File: config.mk
export PLATFORM = sky130hd
export DESIGN_NAME = clkfan_top
export DESIGN_NICKNAME = d
export VERILOG_FILES = /design/src/rtl/clkfan_pkg.sv /design/src/rtl/clkfan_ctrl.sv /design/src/rtl/clkfan_gate.sv /design/src/rtl/clkfan_top.sv
export SDC_FILE = /design/constraint.sdc
export NUM_CORES = 1
export LEC_CHECK = 0
export ABC_AREA = 1
export BUFFER_PORTS_ARGS = -buffer_cell sky130_fd_sc_hd__buf_2
export CAP_MARGIN = 20
export CORE_ASPECT_RATIO = 1.2
export CORE_MARGIN = 2
export CORE_UTILIZATION = 39
export DETAILED_ROUTE_END_ITERATION = 7
export MAX_ROUTING_LAYER = met4
export PLACE_DENSITY = 0.74
export SYNTH_ARGS = -nofsm -noshare
export SYNTH_HDL_FRONTEND = slang
export SYNTH_HIERARCHICAL = 1
export SYNTH_SLANG_ARGS = --single-unit
export TNS_END_PERCENT = 1
File: constraint.sdc
create_clock -name clkIn -period 0.8 [get_ports clkIn]
set_input_delay 0.08 -clock clkIn [delete_from_list [all_inputs] [get_ports clkIn]]
set_output_delay 0.08 -clock clkIn [all_outputs]
set_load 0.01 [all_outputs]
File: src/rtl/clkfan_pkg.sv
package clkfan_pkg;

  localparam int NUM_OUT   = 10;
  localparam int CFG_BYTES = 3;
  localparam int BYTE_W    = 8;

  // Strobes handed from control to datapath
  typedef struct packed {
    logic [NUM_OUT-1:0] enReq;    // resynchronised enable per output
    logic               driveAll; // pad drive enable for every output
  } gateCtrl_t;

  // Which configuration byte holds the enable for output idx
  function automatic int byteSel(input int idx);
    if (idx < 4)      return 0;
    else if (idx < 8) return 1;
    else              return 2;
  endfunction

  // Which bit inside that byte holds the enable for output idx
  function automatic int bitSel(input int idx);
    if (idx < 8) return idx;
    else         return idx - 2;
  endfunction

endpackage

File: src/rtl/clkfan_ctrl.sv
module clkfan_ctrl
  import clkfan_pkg::*;
#(
  parameter int SYNC_STAGES = 1
) (
  input  logic                              clkIn,
  input  logic                              rstN,
  input  logic                              oeIn,
  input  logic [CFG_BYTES-1:0][BYTE_W-1:0]  cfgBytes,
  output gateCtrl_t                         ctrl
);

  logic [NUM_OUT-1:0] mappedEn;
  logic [SYNC_STAGES-1:0][NUM_OUT-1:0] syncQ;

  // Fixed layout: pick each output's bit, leave reserved bits unread
  for (genvar gi = 0; gi < NUM_OUT; gi++) begin : g_map
    localparam int SEL_BYTE = byteSel(gi);
    localparam int SEL_BIT  = bitSel(gi);
    assign mappedEn[gi] = cfgBytes[SEL_BYTE][SEL_BIT];
  end

  // Rising-edge resync chain; reset value enables everything
  for (genvar gs = 0; gs < SYNC_STAGES; gs++) begin : g_sync
    if (gs == 0) begin : g_first
      always_ff @(posedge clkIn or negedge rstN) begin
        if (!rstN) syncQ[gs] <= '1;
        else       syncQ[gs] <= mappedEn;
      end
    end else begin : g_next
      always_ff @(posedge clkIn or negedge rstN) begin
        if (!rstN) syncQ[gs] <= '1;
        else       syncQ[gs] <= syncQ[gs-1];
      end
    end
  end

  assign ctrl.enReq    = syncQ[SYNC_STAGES-1];
  assign ctrl.driveAll = oeIn;

endmodule

File: src/rtl/clkfan_gate.sv
module clkfan_gate
  import clkfan_pkg::*;
(
  input  logic               clkIn,
  input  logic               rstN,
  input  gateCtrl_t          ctrl,
  output logic [NUM_OUT-1:0] clkOut,
  output logic [NUM_OUT-1:0] clkDrive
);

  logic [NUM_OUT-1:0] gateEn;

  // Gate state loads on the falling edge: only ever changes while clock is low
  always_ff @(negedge clkIn or negedge rstN) begin
    if (!rstN) gateEn <= '1;
    else       gateEn <= ctrl.enReq;
  end

  for (genvar gi = 0; gi < NUM_OUT; gi++) begin : g_out
    assign clkOut[gi]   = clkIn & gateEn[gi];
    assign clkDrive[gi] = ctrl.driveAll;

    // a request that was low at the last falling edge keeps the output low
    assert_low_when_stopped_R2: assert property (
      @(negedge clkIn) disable iff (!rstN)
        !$past(ctrl.enReq[gi]) |-> !clkOut[gi]);

    // a request that was high at the last falling edge yields a full high phase
    assert_full_high_R6: assert property (
      @(negedge clkIn) disable iff (!rstN)
        $past(ctrl.enReq[gi]) |-> clkOut[gi]);
  end

  // at each rising edge the gate holds what control requested one edge earlier
  assert_gate_tracks_req_R7: assert property (
    @(posedge clkIn) disable iff (!rstN)
      gateEn == ctrl.enReq);

endmodule

File: src/rtl/clkfan_top.sv
module clkfan_top
  import clkfan_pkg::*;
(
  input  logic               clkIn,
  input  logic               rstN,
  input  logic               oeIn,
  input  logic [7:0]         cfgByte0,
  input  logic [7:0]         cfgByte1,
  input  logic [7:0]         cfgByte2,
  output logic [NUM_OUT-1:0] clkOut,
  output logic [NUM_OUT-1:0] clkDrive
);

  gateCtrl_t                        ctrl;
  logic [CFG_BYTES-1:0][BYTE_W-1:0] cfgBytes;

  assign cfgBytes = {cfgByte2, cfgByte1, cfgByte0};

  clkfan_ctrl #(.SYNC_STAGES(1)) u_ctrl (
    .clkIn    (clkIn),
    .rstN     (rstN),
    .oeIn     (oeIn),
    .cfgBytes (cfgBytes),
    .ctrl     (ctrl)
  );

  clkfan_gate u_gate (
    .clkIn    (clkIn),
    .rstN     (rstN),
    .ctrl     (ctrl),
    .clkOut   (clkOut),
    .clkDrive (clkDrive)
  );

  // the pad drive vector follows the global enable pin
  assert_drive_follows_oe_R4: assert property (
    @(posedge clkIn) disable iff (!rstN)
      clkDrive == {NUM_OUT{oeIn}});

endmodule

# After elaboration in Yosys (flattened, before gate mapping)
# Cells that the tools add are included.
dict set report totals {
  register_bits 20
  in_bits 27
  output_inout_bits 20
}
dict set report op_classes {
  bitwise_logic 10
}
# cell n
set op_table {}
lappend op_table {{AND 1 bit} 10}

# Logic depth before layout (Yosys ltp)
# Gate-level depths: netlist of run 1.
dict set report depth {
  word_depth 1
  mapped_depth 3
  depth_no_buf 2
}

# Hierarchy
# The synthesis of run 1 kept the hierarchy.
# mod instances cells_each area_each_um2
set by_module_without_submodules {}
lappend by_module_without_submodules {clkfan_gate 1 42 427.9}
lappend by_module_without_submodules {clkfan_ctrl 1 11 270.3}

==> flow_summary.yaml, run 1 <==
setup_path:
  start_kind: "flop"
  path_max_fanout: 1
  reg2regPathDepth: 0
  worstReg2RegEnd: "u_gate/gateEn[1]$_DFF_NN1_"
  required_ps: 720
  rrSetupSlack_ps: -130
  timing.rr.start: "u_ctrl/syncQ[1]$_DFF_PN1_"
  end_kind: "output port"
  crit_type: "reg2out"
  cp.arrival_ps: 1590
floorplan:
  die_w_um: 42.6
  start_util_pct: 42.0
  die_height_um: 50.4
  io_pins: 47
  dieArea_um2: 2150
  coreArea_um2: 1660
  placementRows: 16
cells_and_area:
  layout-drive-gt1-share_pct: 62.0
  final_common_cell: "dfstp_2"
  finish.utilization_pct: 59.5
  fill_cells: 134
  final-instance-count-excl-fill: 110
  syn_to_final_growth_pct: 41.6
  nets: 119
  antenna-diode-count: 0
  final_cell_mix: "20 x dfstp_2, 17 x buf_2, 16 x inv_1"
timing:
  hold_viol: 0
  skew_ps: 73.6
  worstMarginPinSlew_ps: 211
  slew_viol_final: 0
  setup_viol: 30
  fin_ws_ps: -873
  rsz0062_at_grt: "true"
  relSlewSlack_pct: 85.9
yosys:
  synth.distinct_cells: 5
  ys_ff_latch: 20
  syn_nets: 80
  synth_area_per_cell_um2: 13.2
  yosysWarningCount: 6
  synth_cells: 53
  seq_area_frac_synth_pct: 75.3
  syn_area_um2: 698
outcome:
  violations: "setup timing"
  status: "finished with violations"
clock_tree:
  cts.clk_slew.worst_paths_ps: 50
  cts_tree: "done"
  post_cts_buffers: 0
  clock_latency_ps: 470
min_path:
  hold_path_end: "clkDrive[4]"
  hold_path_startpoint: "oeIn"
  hold_path_class: "in2out"
  worstHoldPathCells: 0
detailed_routing:
  drc: 0
  via_per_inst: 4.04
  final_antenna_net_count: 0
  drt_iter0_drc: 1
  routed_wl_um: 1160
  wl_per_cell_um: 10.6
  drt_first_pass_iters: 4
  vias: 444
place:
  hpwl_um: 613
  port_buffers: 21
  place.gp.congestion: 0.643
  placed_cells: 81
  preCtsSetupSlack_ps: -372
pwr:
  netSwitchingFraction_pct: 33.4
  power_density_nw_per_um2: 3330
  internal-power_mw: 2.19
  power_mw: 3.29
  p_clk_share_pct: 63.2
  p_switching_mw: 1.10
  ir_worst_vdd_v: 0.00233
  pwr-share-seq_pct: 34.1
  p_leak_nw: 0.544
  p_comb_share_pct: 2.7
global_route:
  grtUsageTotal_pct: 15.1
  grt_max_degree: 12
  grt_overflow: 0
  grt_pass1_wl_um: 1980
  antenna_found_initial: 0
  grt_pass1_vias: 610
flow_run:
  drv_cap: 0
## Yosys cell counts
library cell	instances	area, um^2
nand2_1	10	37.5
inv_1	11	41.3
dfstp_2	20	526
buf_6	1	11.3
buf_4	11	82.6
## metal layers
metal,share of wire [%],track usage (%)
met1,27,8.15
met2,61,21.0
met3,7.9,7.91
met4,4.2,28.6
met5,0,-
## power groups by stage
stage | registers (mW) | logic (mW) | clock network (mW)
floorplan | 1.13 | 0.0591 | 0.645
global placement | 1.13 | 0.0442 | 0.670
detailed placement | 1.13 | 0.0464 | 0.670
CTS | 1.12 | 0.0873 | 1.92
global route | 1.13 | 0.0991 | 2.31
finish | 1.12 | 0.0894 | 2.08
## timing repair
action / CTS / global route
resized for setup: 4 / 11
pin swaps: 5 / 4
hold buffers: 11 / 0
setup endpoints to repair: 30 / 30
endpoints found under the hold margin: 20 / 0
## registers in the layout, summed over array words and instances, names as in the netlist
signal / count
u_ctrl/syncQ: 10
u_gate/gateEn: 10
## layout make-up
type	count	area, um^2	area share [%]
flip-flops and latches	20	526	53.2
repair buffers	23	173	17.5
clock buffers	19	145	14.7
clock inverters	20	75.1	7.59
multi-input cells	10	47.5	4.81
well taps	18	22.5	2.28
## cells by family (layout without fill, tap and decap cells)
| logic type | Yosys count | count (layout) | synth area share [%] |
|---|---|---|---|
| AND/OR/NAND/NOR | 10 | 10 | 5.38 |
| buffers and inverters | 23 | 62 | 19.4 |
| flip-flops | 20 | 20 | 75.3 |
## metrics by stage
step           hold WS, ps  instance area, um^2  TNS, ps
6_report               160                  988    -9720
5_1_grt                160                  988   -10460
4_1_cts                161                  958   -10060
3_5_place_dp           161                  739    -5150
3_3_place_gp           161                  739    -5060
2_1_floorplan        -67.8                  698    -4420
## how the worst max path moves through the flow
stage	startpoint	endpoint	slack (ps)	cells after the start
2_1_floorplan	u_gate/gateEn[0]$_DFF_NN1_	clkOut[0]	-290	2
5_1_grt	u_gate/gateEn[1]$_DFF_NN1_	clkOut[1]	-950	3
3_5_place_dp	u_gate/gateEn[1]$_DFF_NN1_	clkOut[1]	-370	3
4_1_cts	u_gate/gateEn[1]$_DFF_NN1_	clkOut[1]	-900	3
6_report	u_gate/gateEn[1]$_DFF_NN1_	clkOut[1]	-870	3
3_3_place_gp	u_gate/gateEn[0]$_DFF_NN1_	clkOut[0]	-360	3
## worst max-delay path, stage by stage, from the launching register on
cell	delay, ps
dfstp_2	520
nand2_1	40
inv_1	40
buf_2	110
No activity file was read; power rests on OpenSTA's default activity.
==> run 2: changes to the inputs <==
- CELL_PAD_IN_SITES_DETAIL_PLACEMENT: not set -> 2
- CELL_PAD_IN_SITES_GLOBAL_PLACEMENT: not set -> 2
- CORE_UTILIZATION: 39 -> 23
==> flow_summary.yaml, run 2 (same netlist as run 1, synthesis figures left out) <==
cells_and_area:
  seqCellArea_um2: 526
  fill_cells: 305
  final_common_cell: "dfstp_2"
  reg_top3: "u_ctrl/syncQ x10, u_gate/gateEn x10"
  syn_to_final_growth_pct: 49.6
  finish.utilization_pct: 36.8
  layout-drive-gt1-share_pct: 69.9
  final-instance-count-excl-fill: 127
  nets: 120
  multi_input_area_um2: 55.1
  final_cell_mix: "20 x dfstp_2, 13 x buf_2, 12 x inv_1"
  antenna-diode-count: 0
setup_path:
  end_kind: "output port"
  crit_type: "reg2out"
  required_ps: 720
  path_max_fanout: 1
  cp.arrival_ps: 1640
  start_kind: "flop"
detailed_routing:
  drt_first_pass_iters: 4
  final_antenna_net_count: 0
  wl_per_cell_um: 14.4
  drt_iter0_drc: 13
  routed_wl_um: 1830
  drc: 0
  via_per_inst: 3.92
  vias: 498
place:
  placed_cells: 98
  place.gp.congestion: 0.596
  port_buffers: 21
  hpwl_um: 810
  preCtsSetupSlack_ps: -374
floorplan:
  dieArea_um2: 3490
  coreArea_um2: 2840
  die_w_um: 54.3
  placementRows: 21
  io_pins: 47
  die_height_um: 64.4
  start_util_pct: 24.6
clock_tree:
  cts.clk_slew.worst_paths_ps: 70
  clock_latency_ps: 520
  post_cts_buffers: 0
  cts_tree: "done"
pwr:
  ir_worst_vdd_v: 0.00151
  p_leak_nw: 0.546
  power_mw: 3.66
  power_density_nw_per_um2: 3500
global_route:
  grt_overflow: 0
  grt_pass1_wl_um: 3040
  grt_pass1_vias: 772
  grt_max_degree: 16
  antenna_found_initial: 0
  grtUsageTotal_pct: 14.6
min_path:
  hold_path_class: "in2out"
outcome:
  violations: "setup timing"
  status: "finished with violations"
timing:
  hold_viol: 0
  worstMarginPinSlew_ps: 342
  whs_ps: 160
  rsz0062_at_grt: "true"
  slew_viol_final: 0
  setup_viol: 30
  skew_ps: 91.2
  fin_ws_ps: -924
  relSlewSlack_pct: 77.2
flow_run:
  drv_cap: 0
==> run 2: changes by cell type in the layout (fill, tap and decap cells not counted), sizes merged <==
cell and delta:
clkbuf +1
==> run 2: worst paths after layout <==
check	startpoint	endpoint	slack, ps	cells past startpoint
worst min-delay path	oeIn	clkDrive[8]	160	0
min in group asynchronous	rstN	u_ctrl/syncQ[6]$_DFF_PN1_	340	2
worst max-delay path	u_gate/gateEn[5]$_DFF_NN1_	clkOut[5]	-920	3
worst max register to register	u_ctrl/syncQ[9]$_DFF_PN1_	u_gate/gateEn[9]$_DFF_NN1_	-150	0
worst min register to register	u_ctrl/syncQ[5]$_DFF_PN1_	u_gate/gateEn[5]$_DFF_NN1_	690	0
max in group asynchronous	rstN	u_gate/gateEn[9]$_DFF_NN1_	70	2
==> run 2: critical path, cell delays in order, from the launching register on <==
cell and delay [ps]:
dfstp_2 530, nand2_2 50, inv_2 50, buf_6 90
==> run 2: final cells by class <==
class                           count  area share, %
Tap cell                           34           4.07
Sequential cell                    20           50.3
Multi-Input combinational cell     10           5.27
Timing Repair Buffer               24           17.2
Clock inverter                     20           7.19
Clock buffer                       19           15.9
==> run 2: report_power, final <==
group,internal [mW],switching (mW)
sequential,1.10,0.0211
clock,1.14,1.29
combinational,0.0598,0.0371
total,2.30,1.35
==> run 2: through the flow <==
step           cell area [um^2]  TNS (ps)
3_5_place_dp                767     -5200
2_1_floorplan               698     -4420
3_3_place_gp                767     -5050
4_1_cts                    1020    -10230
6_report                   1040    -10220
5_1_grt                    1040    -10870
==> run 2: repair_timing <==
item / CTS / global route
resized for setup: 13 / 11
hold endpoints to repair: 13 / 0
pin swaps: 6 / 1
endpoints found under the setup margin: 30 / 30
hold buffers: 11 / 0
==> run 2: layer usage <==
metal	vias to the layer above	track usage (%)	part of all wire, %
li1	216	-	-
met1	230	12.3	36
met2	37	14.2	46
met3	15	10.0	10
met4	0	26.3	7.5
met5	-	-	0
